File: src/rtl/nvw_pkg.sv
package nvw_pkg;
  typedef enum logic [2:0] {
    SEL_PAGE = 3'd0,
    SEL_TBLW = 3'd1,
    SEL_ADDR = 3'd2,
    SEL_CTRL = 3'd3,
    SEL_KEY  = 3'd4,
    SEL_ARR  = 3'd5
  } nvw_sel_e;

  typedef enum logic [1:0] {
    KS_IDLE  = 2'd0,
    KS_FIRST = 2'd1,
    KS_ARMED = 2'd2
  } nvw_key_e;

  localparam logic [15:0] KEY_FIRST  = 16'h0055;
  localparam logic [15:0] KEY_SECOND = 16'h00AA;
  localparam logic [3:0]  OP_WORD    = 4'b0100;

  localparam int CTL_START = 15;
  localparam int CTL_WEN   = 14;
  localparam int CTL_ERR   = 13;
endpackage

File: src/rtl/nvw_unlock.sv
module nvw_unlock
  import nvw_pkg::*;
(
  input  logic        clk,
  input  logic        rst_n,
  input  logic        acc_i,
  input  logic        key_wr_i,
  input  logic [15:0] key_i,
  output logic        armed_o
);
  nvw_key_e st_q, st_d;

  always_comb begin
    st_d = st_q;
    if (key_wr_i) begin
      if (key_i == KEY_FIRST)                        st_d = KS_FIRST;
      else if (key_i == KEY_SECOND && st_q == KS_FIRST) st_d = KS_ARMED;
      else                                           st_d = KS_IDLE;
    end else if (acc_i) begin
      st_d = KS_IDLE;
    end
  end

  always_ff @(posedge clk or negedge rst_n) begin
    if (!rst_n) st_q <= KS_IDLE;
    else        st_q <= st_d;
  end

  assign armed_o = (st_q == KS_ARMED);
endmodule

File: src/rtl/nvw_busy_timer.sv
module nvw_busy_timer #(
  parameter int CYC = 8
) (
  input  logic clk,
  input  logic rst_n,
  input  logic start_i,
  output logic busy_o,
  output logic done_o
);
  localparam int CNT_W = (CYC > 1) ? $clog2(CYC) : 1;

  logic             busy_q, busy_d;
  logic [CNT_W-1:0] cnt_q, cnt_d;

  assign done_o = busy_q && (cnt_q == '0);

  always_comb begin
    busy_d = busy_q;
    cnt_d  = cnt_q;
    if (busy_q) begin
      if (cnt_q == '0) busy_d = 1'b0;
      else             cnt_d  = cnt_q - 1'b1;
    end else if (start_i) begin
      busy_d = 1'b1;
      cnt_d  = CNT_W'(CYC - 1);
    end
  end

  always_ff @(posedge clk or negedge rst_n) begin
    if (!rst_n) begin
      busy_q <= 1'b0;
      cnt_q  <= '0;
    end else begin
      busy_q <= busy_d;
      cnt_q  <= cnt_d;
    end
  end

  assign busy_o = busy_q;
endmodule

File: src/rtl/nvw_word_array.sv
module nvw_word_array #(
  parameter int IDX_W = 5,
  parameter int DW    = 16
) (
  input  logic             clk,
  input  logic             rst_n,
  input  logic             we_i,
  input  logic [IDX_W-1:0] widx_i,
  input  logic [DW-1:0]    wdata_i,
  input  logic [IDX_W-1:0] ridx_i,
  output logic [DW-1:0]    rdata_o
);
  localparam int DEPTH = 1 << IDX_W;

  logic [DW-1:0] word_q [DEPTH];

  for (genvar g = 0; g < DEPTH; g++) begin : g_word
    logic hit;
    assign hit = we_i && (widx_i == IDX_W'(g));
    always_ff @(posedge clk or negedge rst_n) begin
      if (!rst_n)   word_q[g] <= '0;
      else if (hit) word_q[g] <= wdata_i;
    end
  end

  assign rdata_o = word_q[ridx_i];
endmodule

File: src/rtl/nvw_ctrl.sv
module nvw_ctrl
  import nvw_pkg::*;
#(
  parameter int IDX_W    = 5,
  parameter int BUSY_CYC = 8
) (
  input  logic        clk,
  input  logic        rst_n,
  input  logic        bus_we,
  input  logic        bus_re,
  input  logic [2:0]  bus_sel,
  input  logic [15:0] bus_off,
  input  logic [15:0] bus_wdata,
  output logic [15:0] bus_rdata,
  output logic        busy_o,
  output logic        err_o
);
  logic rst_meta, rst_sn;
  always_ff @(posedge clk or negedge rst_n) begin
    if (!rst_n) begin
      rst_meta <= 1'b0;
      rst_sn   <= 1'b0;
    end else begin
      rst_meta <= 1'b1;
      rst_sn   <= rst_meta;
    end
  end

  logic [7:0]  page_q, page_d;
  logic [15:0] addr_q, addr_d;
  logic [15:0] latch_q, latch_d;
  logic        wen_q, wen_d;
  logic [3:0]  op_q, op_d;
  logic        err_q, err_d;

  logic        busy, done, armed, go;
  logic        acc, wr_idle, page_wr, tblw_wr, ctrl_wr, key_wr;
  logic [15:0] arr_rdata;

  assign acc     = bus_we | bus_re;
  assign wr_idle = bus_we && !busy;
  assign page_wr = wr_idle && (bus_sel == SEL_PAGE);
  assign tblw_wr = wr_idle && (bus_sel == SEL_TBLW);
  assign ctrl_wr = wr_idle && (bus_sel == SEL_CTRL);
  assign key_wr  = bus_we && (bus_sel == SEL_KEY);

  assign go = ctrl_wr && bus_wdata[CTL_START] && armed &&
              bus_wdata[CTL_WEN] && (bus_wdata[3:0] == OP_WORD);

  nvw_unlock u_unlock (
    .clk      (clk),
    .rst_n    (rst_sn),
    .acc_i    (acc),
    .key_wr_i (key_wr),
    .key_i    (bus_wdata),
    .armed_o  (armed)
  );

  nvw_busy_timer #(.CYC(BUSY_CYC)) u_timer (
    .clk     (clk),
    .rst_n   (rst_sn),
    .start_i (go),
    .busy_o  (busy),
    .done_o  (done)
  );

  nvw_word_array #(.IDX_W(IDX_W), .DW(16)) u_array (
    .clk     (clk),
    .rst_n   (rst_sn),
    .we_i    (done),
    .widx_i  (addr_q[IDX_W:1]),
    .wdata_i (latch_q),
    .ridx_i  (bus_off[IDX_W:1]),
    .rdata_o (arr_rdata)
  );

  always_comb begin
    page_d  = page_q;
    addr_d  = addr_q;
    latch_d = latch_q;
    wen_d   = wen_q;
    op_d    = op_q;
    err_d   = err_q;
    if (page_wr) page_d = bus_wdata[7:0];
    if (tblw_wr) begin
      addr_d  = bus_off;
      latch_d = bus_wdata;
    end
    if (ctrl_wr) begin
      wen_d = bus_wdata[CTL_WEN];
      op_d  = bus_wdata[3:0];
      if (bus_wdata[CTL_START] && !armed) err_d = 1'b1;
      else if (!bus_wdata[CTL_ERR])       err_d = 1'b0;
    end
  end

  always_ff @(posedge clk or negedge rst_sn) begin
    if (!rst_sn) begin
      page_q  <= '0;
      addr_q  <= '0;
      latch_q <= '0;
      wen_q   <= 1'b0;
      op_q    <= '0;
      err_q   <= 1'b0;
    end else begin
      page_q  <= page_d;
      addr_q  <= addr_d;
      latch_q <= latch_d;
      wen_q   <= wen_d;
      op_q    <= op_d;
      err_q   <= err_d;
    end
  end

  always_comb begin
    case (bus_sel)
      SEL_PAGE: bus_rdata = {8'h00, page_q};
      SEL_TBLW: bus_rdata = latch_q;
      SEL_ADDR: bus_rdata = addr_q;
      SEL_CTRL: bus_rdata = {busy, wen_q, err_q, 9'b0, op_q};
      SEL_ARR:  bus_rdata = arr_rdata;
      default:  bus_rdata = 16'h0000;
    endcase
  end

  assign busy_o = busy;
  assign err_o  = err_q;
endmodule

File: config.mk
export PLATFORM = sky130hd
export DESIGN_NAME = nvw_ctrl
export DESIGN_NICKNAME = d
export VERILOG_FILES = /design/src/rtl/nvw_pkg.sv /design/src/rtl/nvw_unlock.sv /design/src/rtl/nvw_busy_timer.sv /design/src/rtl/nvw_word_array.sv /design/src/rtl/nvw_ctrl.sv
export SDC_FILE = /design/constraint.sdc
export NUM_CORES = 1
export LEC_CHECK = 0
export BUFFER_PORTS_ARGS = -buffer_cell sky130_fd_sc_hd__buf_2
export CAP_MARGIN = 20
export CORE_MARGIN = 1
export CORE_UTILIZATION = 55
export DETAILED_ROUTE_END_ITERATION = 10
export GPL_TIMING_DRIVEN = 1
export PLACE_DENSITY_LB_ADDON = 0.15
export SLEW_MARGIN = 20
export SYNTH_ARGS = -nofsm -noshare
export SYNTH_HDL_FRONTEND = slang
export SYNTH_SLANG_ARGS = --single-unit
File: constraint.sdc
create_clock -name clk -period 25.3 [get_ports clk]
set_input_delay 2.53 -clock clk [delete_from_list [all_inputs] [get_ports clk]]
set_output_delay 2.53 -clock clk [all_outputs]
set_load 0.05 [all_outputs]
== After elaboration in Yosys (flattened, before gate mapping) ==
Cells that the tools add are included.
Word-level totals
  flip-flop bits (word level): 566
  bits of input ports: 39
  output and inout port bits: 18
  word-level logic and storage cells: 159
Operators by class
  add/subtract/negate cells: 1
  magnitude comparators: 1
  eq/ne operators: 43
  mux-type cells: 16
  bitwise logic cells: 2
  reductions and logical operators: 53
Operator list (number)
  binary-select mux 16 bit (select 5 bit): 1
  equality test 5 bit, second input constant: 16
  case mux 16 bit (5 select lines): 1
  logical AND 1 bit: 44
  equality test 5 x 4 -> 1 bit, second input constant: 8
  2-to-1 mux 16 bit: 2
  equality test 5 x 3 -> 1 bit, second input constant: 4
  equality test 16 x 7 -> 1 bit, second input constant: 1
  equality test 16 x 8 -> 1 bit, second input constant: 1
  equality test 5 x 2 -> 1 bit, second input constant: 2
  2-to-1 mux 3 bit: 3
  2-to-1 mux 2 bit: 4
  equality test 3 x 2 -> 1 bit, second input constant: 2
  equality test 3 bit, second input constant: 2
  greater-or-equal comparator 6 bit, second input constant: 1
  logical NOT 3 bit: 2
  inverter 5 -> 6 bit: 1
  equality test 5 x 1 -> 1 bit, second input constant: 1
  logical NOT 5 bit: 1
  2-to-1 mux 1 bit: 5
  equality test 4 x 3 -> 1 bit, second input constant: 1
  AND reduction 2 bit: 2
  nonzero test 2 bit: 2
  equality test 3 x 1 -> 1 bit, second input constant: 1
  other kinds (7): 8

== Logic depth before layout (Yosys ltp) ==
Gate-level depths: netlist (run 1).
  depth in word-level cells: 9
  depth in mapped cells: 9
  mapped depth without buffers: 7

== By module ==
Synthesis (run 1) repeated with hierarchy kept, for this count alone.
Second synthesis, totals
  cell total of the unflattened synthesis: 1944
  area total of the unflattened synthesis: 26688.1 um2
Modules (own cells, without submodules)
  nvw_word_array: instances 1, cells each 1731, area an instance 23799.1 um2, sequential area each 12812.3 um2
  nvw_ctrl: instances 1, cells each 176, area an instance 2522.4 um2, sequential area each 1201.2 um2
  nvw_busy_timer: instances 1, cells each 20, area an instance 214.0 um2, sequential area each 100.1 um2
  nvw_unlock: instances 1, cells each 17, area an instance 152.6 um2, sequential area each 50.0 um2

== Worst setup path after synthesis (run 1) ==
No wires, ideal clock.
  path kind: input to output
  from: input bus_off[2]
  to: output bus_rdata[10]
  arrival: 4435 ps
  required time: 22770 ps
  path slack: 18335 ps
  stages: 8
  path buffers: 4
  path through: buf_2 -> buf_4 -> buf_4 -> buf_4 -> mux2i_1 -> a221oi_1 -> o221ai_1 -> o22ai_1
Between the ends
  cells in the longest elaborated chain, start to end: 5
RTL lines
  start: declaration: line nvw_ctrl.sv:12  | input logic [15:0] bus_off,
  inverter 5 -> 6 bit (implied by the code): line nvw_word_array.sv:26  | assign rdata_o = word_q[ridx_i];
  binary-select mux 16 bit (select 5 bit): line nvw_word_array.sv:26
  2-to-1 mux 16 bit (implied by the code) (2 in a row): line nvw_word_array.sv:26
  case mux 16 bit (5 select lines): line nvw_ctrl.sv:116  | case (bus_sel)
  end: declaration: line nvw_ctrl.sv:14  | output logic [15:0] bus_rdata,
No other way between the ends. The select of a mux whose other input is x is not followed.

== Final worst setup path (run 1) ==
  from: input bus_off[1]
  to: output bus_rdata[2]
The elaborated chain is that of the path after synthesis.

==> results of run 1 <==
-- cells in the final DEF (no fill, tap or decap), types with 15 or more instances in the layout --
| cell type | synthesis | layout |
|---|---|---|
| a221oi_1 | 18 | 18 |
| a22o_1 | 15 | 15 |
| a22oi_1 | 38 | 38 |
| buf_2 | 34 | 54 |
| buf_4 | 33 | 33 |
| clkbuf_1 | 75 | 16 |
| clkbuf_16 | 0 | 59 |
| clkbuf_8 | 0 | 19 |
| dfrtp_1 | 566 | 563 |
| mux2_2 | 572 | 572 |
| mux2i_1 | 151 | 151 |
| mux4_2 | 66 | 66 |
| nand2_1 | 50 | 50 |
-- flip-flops by register name, indices dropped and copies added, names as in the netlist, 2 cells and up --
register and count:
u_array.word_q 512, addr_q 16, latch_q 16, page_q 8, op_q 4, u_timer.cnt_q 3, u_unlock.st_q 2
-- metrics by stage --
step | power [mW] | cells | hold slack, ps
global route | 2.064 | 2437 | 369.4
finish | 2.001 | 2438 | 362.5
CTS | 2.015 | 2436 | 364.0
floorplan | 1.084 | 1786 | 331.2
detailed placement | 1.161 | 2331 | 340.3
global placement | 1.157 | 2329 | 337.7
-- worst max-delay path, stage by stage --
cell      delay (ps)
buf_4            730
buf_4            580
nor2b_2          190
buf_4            290
a221oi_1         480
o221ai_1         400
o21ai_1          280
buf_2            300
-- final timing paths --
check | startpoint | endpoint | cells after the start
worst max-delay path | bus_off[1] | bus_rdata[2] | 8
worst min register to register | rst_meta$_DFF_PN0_ | rst_sn$_DFF_PN0_ | 0
worst min-delay path | rst_meta$_DFF_PN0_ | rst_sn$_DFF_PN0_ | 0
max in group asynchronous | rst_sn$_DFF_PN0_ | u_array.word_q[203]$_DFFE_PN0P_ | 2
min in group asynchronous | rst_sn$_DFF_PN0_ | u_array.word_q[261]$_DFFE_PN0P_ | 0
worst max register to register | u_timer.cnt_q[0]$_DFFE_PN0P_ | u_array.word_q[320]$_DFFE_PN0P_ | 7
-- area by class of cell --
type,instances,share of cell area
Antenna cell,1,0.00008668
Clock buffer,94,0.06228
Clock inverter,11,0.003770
Inverter,4,0.0005201
Multi-Input combinational cell,1059,0.3941
Sequential cell,566,0.4908
Tap cell,607,0.02631
Timing Repair Buffer,96,0.02215
-- metal layers --
| layer | part of all wire | GRT usage | routed length, um | vias to the layer above |
|---|---|---|---|---|
| met3 | 0.046 | 0.03585 | 3004 | 94 |
| li1 | - | - | - | 6629 |
| met4 | 0.023 | 0.08076 | 1506 | 2 |
| met1 | 0.46 | 0.4039 | 30490 | 8323 |
| met2 | 0.47 | 0.4402 | 31010 | 401 |
| met5 | 0.00014 | 0 | 9 | - |
-- power groups by stage --
stage	combinational, mW	clock, mW	sequential (mW)
2_1_floorplan	0.120	0	0.964
3_3_place_gp	0.194	0	0.963
3_5_place_dp	0.197	0	0.965
4_1_cts	0.198	0.870	0.948
5_1_grt	0.209	0.904	0.951
6_report	0.197	0.855	0.949
-- logic make-up (layout without fill, tap and decap cells) --
family | count (synthesis) | in the layout | synth area share
muxes | 793 | 793 | 0.3609
DFF | 566 | 566 | 0.5372
buffers and inverters | 161 | 205 | 0.03208
and+or+nand+nor | 139 | 139 | 0.03241
AOI/OAI and AO/OA | 123 | 123 | 0.03597
adders and majority gates | 2 | 2 | 0.0009490
other | 1 | 2 | 0.0001422
xor gates and xnor gates | 1 | 1 | 0.0003323
==> flow_summary.json, run 1 <==
{
  "outcome": "complete, no violations",
  "numClockSinks": 566,
  "maxCapViolations": 0,
  "syn_to_final_growth_pct": 9.506,
  "grt_pass1_wl_um": 102800,
  "final_core_util": 0.6149,
  "post_synth.cell_area_avg_sq_um": 14.76,
  "yosys-top-cells-area": "dfrtp_1 (54%), mux2_2 (24%), mux2i_1 (5.7%), mux4_2 (5.6%), a22oi_1 (1.1%)",
  "io_buffers": 56,
  "die_h_um": 220.9,
  "synth_top_cell_area_share": 0.5372,
  "tritoncts": "yes",
  "die_w_um": 220.9,
  "worstPathMaxFanout": 45,
  "place_area_sq_um": 26930,
  "cts.htree.levels": 2,
  "fp-row-count": 79,
  "synth_top_area_cell": "dfrtp_1",
  "wl_per_cell_um": 27.08,
  "pwr-share-seq": 0.474,
  "combinationalPowerShare": 0.099,
  "drc": 0,
  "synth_nets": 1827,
  "cts_hold_buffers": 0,
  "cp-end-kind": "primary output",
  "ir_worst_vdd_uv": 53.50,
  "setup_slack_ps": 16910,
  "ios": 57,
  "antenna_found_initial": 1,
  "tns_ps": 0,
  "synthMostInstantiatedCell": "mux2_2",
  "ys_seq_area_frac": 0.5372,
  "dr.pass1.iters": 5,
  "synth_common_cells": "mux2_2 (572), dfrtp_1 (566), mux2i_1 (151), clkbuf_1 (75), mux4_2 (66)",
  "hold_class": "register to register",
  "core_area_sq_um": 46950,
  "worst_pin_slew_ps": 1144,
  "die-area_sq_um": 48810,
  "nets": 1826,
  "min_period_ps": 8394,
  "clkPwrFrac": 0.427,
  "postRouteAntennaNets": 0,
  "multi_input_area_sq_um": 11380,
  "start_kind": "input port",
  "grt_max_degree": 99,
  "max_slew_margin": 0.2351,
  "r2r_slack_ps": 22430,
  "rsz0062_at_grt": "no",
  "clk_pin_slew_ps": 60,
  "p_switching_mw": 0.5233,
  "routed_wl_um": 66020,
  "ys_types": 55,
  "overflow": 0,
  "slew_violations": 0,
  "synth_top_flop_cell": "dfrtp_1",
  "swShare": 0.2615,
  "drt_first_iter_violations": 1177,
  "vias": 15450,
  "pre_cts_slack_ps": 16910,
  "cts.path.max_buffers": 3,
  "gp_congestion": 0.8314,
  "fin_crit_sh": 0.3318,
  "required_ps": 22770,
  "synth_seq_cells": 566,
  "cts_root_buf": "clkbuf_16",
  "drive_gt1_frac": 0.4743,
  "setup_viol": 0,
  "grt_use_total": 0.2777,
  "p_int_mw": 1.478,
  "syn_inst": 1786,
  "arrival_ps": 5860,
  "cts_made_buffers": 58,
  "routed_via_density": 6.337,
  "synth_edf_count": 0,
  "initial_core_util": 0.5615,
  "p_leak_nw": 14.22,
  "fmax_ghz": 0.1191,
  "synth_area_sq_um": 26360,
  "grt_pass1_vias": 16410,
  "regArea_sq_um": 14170,
  "post_cts_buffers": 0,
  "powerDensity_nw_per_um2": 69.30,
  "final.setup_skew_ps": 16.23,
  "dp_hpwl_um": 39940,
  "criticalPathCategory": "input port to primary output",
  "fillers": 3515,
  "synthArstFlopShare": 1.000,
  "yosysWarnings": 0,
  "hold_viol": 0,
  "fin_area_sq_um": 28870,
  "clock_latency_ps": 620,
  "cts-resized-gates": 0
}
(Power assumes the default switching activity.)
==> run 2: changes to the inputs <==
==> constraint.sdc (replaced) <==
create_clock -name clk -period 8.5 [get_ports clk]
set_input_delay 0.85 -clock clk [delete_from_list [all_inputs] [get_ports clk]]
set_output_delay 0.85 -clock clk [all_outputs]
set_load 0.05 [all_outputs]
==> flow_summary.json, run 2 (synthesis results as in run 1) <==
{
  "post_cts_buffers": 0,
  "routed_via_density": 6.304,
  "crit_path_frequent_cell": "buf_2",
  "die-area_sq_um": 48810,
  "routed_wl_um": 65060,
  "final.setup_skew_ps": 28.79,
  "p_leak_nw": 14.19,
  "path_buf_inv": 3,
  "cts-resized-gates": 0,
  "postRouteAntennaNets": 0,
  "outcome": "complete, no violations",
  "rsz0062_at_grt": "no",
  "clk_pin_slew_ps": 60,
  "nets": 1821,
  "grt_max_degree": 144,
  "tritoncts": "yes",
  "grt_pass1_wl_um": 101100,
  "slowest_delay_ps": 900,
  "cp-end-kind": "primary output",
  "core_area_sq_um": 46950,
  "min_period_ps": 4822,
  "routed-wl-met2_um": 30300,
  "fin_crit_sh": 0.5672,
  "vias": 15340,
  "final_common_cell": "mux2_2",
  "cts.path.max_buffers": 3,
  "dr.pass1.iters": 7,
  "layout_common_cells": "mux2_2 (572), dfrtp_1 (562), mux2i_1 (151)",
  "required_ps": 7650,
  "tns_ps": 0,
  "drive_gt1_frac": 0.4732,
  "largest-register": "u_array.word_q",
  "setup_viol": 0,
  "wl_per_cell_um": 26.73,
  "ios": 57,
  "die_w_um": 220.9,
  "hold_viol": 0,
  "io_buffers": 56,
  "ir_worst_vdd_uv": 198.0,
  "drt_first_iter_violations": 1065,
  "syn_to_final_growth_pct": 9.411,
  "clock_latency_ps": 630,
  "die_h_um": 220.9,
  "numClockSinks": 566,
  "cts.htree.levels": 2,
  "max_slew_margin": 0.2303,
  "start_kind": "input port",
  "path_cells": "buf_2 > nor2b_2 > buf_4 > a22oi_1 > a41oi_1 > o21ai_0 > o2bb2ai_1 > buf_2",
  "cts_made_buffers": 57,
  "maxCapViolations": 0,
  "critPathTopFamily": "buffers and inverters",
  "reg_top3": "u_array.word_q: 512 flops, addr_q: 16 flops, latch_q: 16 flops",
  "dp_hpwl_um": 39010,
  "arrival_ps": 3970,
  "overflow": 0,
  "worst_pin_slew_ps": 1151,
  "slew_violations": 0,
  "fmax_ghz": 0.2074,
  "criticalPathCategory": "input port to primary output",
  "fin_hold_ws_ps": 356.6,
  "grt_pass1_vias": 16180,
  "met1_length_um": 29790,
  "critPathSlowestCell": "nor2b_2",
  "antenna_found_initial": 0,
  "worstPathMaxFanout": 18,
  "cts_root_buf": "clkbuf_16",
  "largest_reg_flops": 512,
  "powerDensity_nw_per_um2": 206.4,
  "gp_congestion": 0.8021,
  "drc": 0,
  "grt_use_total": 0.2742,
  "fillers": 3497,
  "initial_core_util": 0.5615,
  "maxUsedRoutingLayer": "met4",
  "wl_met3_um": 3001,
  "fp-row-count": 79,
  "hold_class": "register to register"
}
run 2: through the flow:
step | setup WS [ps] | area (sq um) | util | total power [mW] | cells
after floorplan | 3002 | 26370 | - | 3.225 | 1786
after global placement | 3636 | 26880 | 0.5724 | 3.438 | 2326
after detailed placement | 3643 | 26900 | 0.5729 | 3.456 | 2326
after CTS | 3641 | 28820 | 0.6139 | 6.007 | 2432
after global routing | 3534 | 28840 | 0.6143 | 6.156 | 2433
final | 3678 | 28850 | 0.6144 | 5.953 | 2434
run 2: report_power, final:
group	internal (mW)	switching, mW	total, mW
sequential	2.74	0.0902	2.83
clock	1.50	1.05	2.54
combinational	0.157	0.417	0.574
total	4.40	1.55	5.95
run 2: layout make-up:
type	instances	area, sq um	area share
diodes	1	2.502	0.00008675
clock buffers	92	1758	0.06094
clock inverters	13	153.9	0.005335
inverters	4	15.01	0.0005205
multi-input cells	1059	11390	0.3948
flip-flops and latches	566	14170	0.4913
well taps	607	759.5	0.02633
repair buffers	92	598.1	0.02073
run 2: worst paths after layout:
path | from | end | slack, ps | cells after the start
setup / recovery | bus_off[3] | bus_rdata[14] | 3680 | 8
hold / removal | rst_meta$_DFF_PN0_ | rst_sn$_DFF_PN0_ | 360 | 0
setup reg to reg | u_timer.cnt_q[0]$_DFFE_PN0P_ | u_array.word_q[205]$_DFFE_PN0P_ | 5680 | 7
hold reg to reg | rst_meta$_DFF_PN0_ | rst_sn$_DFF_PN0_ | 360 | 0
max in group asynchronous | rst_sn$_DFF_PN0_ | u_array.word_q[143]$_DFFE_PN0P_ | 5880 | 2
min in group asynchronous | rst_sn$_DFF_PN0_ | u_array.word_q[379]$_DFFE_PN0P_ | 390 | 0
run 2: metal layers:
layer | global-route usage | vias up
li1 | - | 6579
met1 | 0.4013 | 8316
met2 | 0.4190 | 339
met3 | 0.04276 | 110
met4 | 0.09565 | 0
met5 | 0 | -
run 2: repair_timing:
action	4_1_cts	5_1_grt
hold buffers	1	0
endpoints found under the setup margin	0	0
hold endpoints to repair	2	0
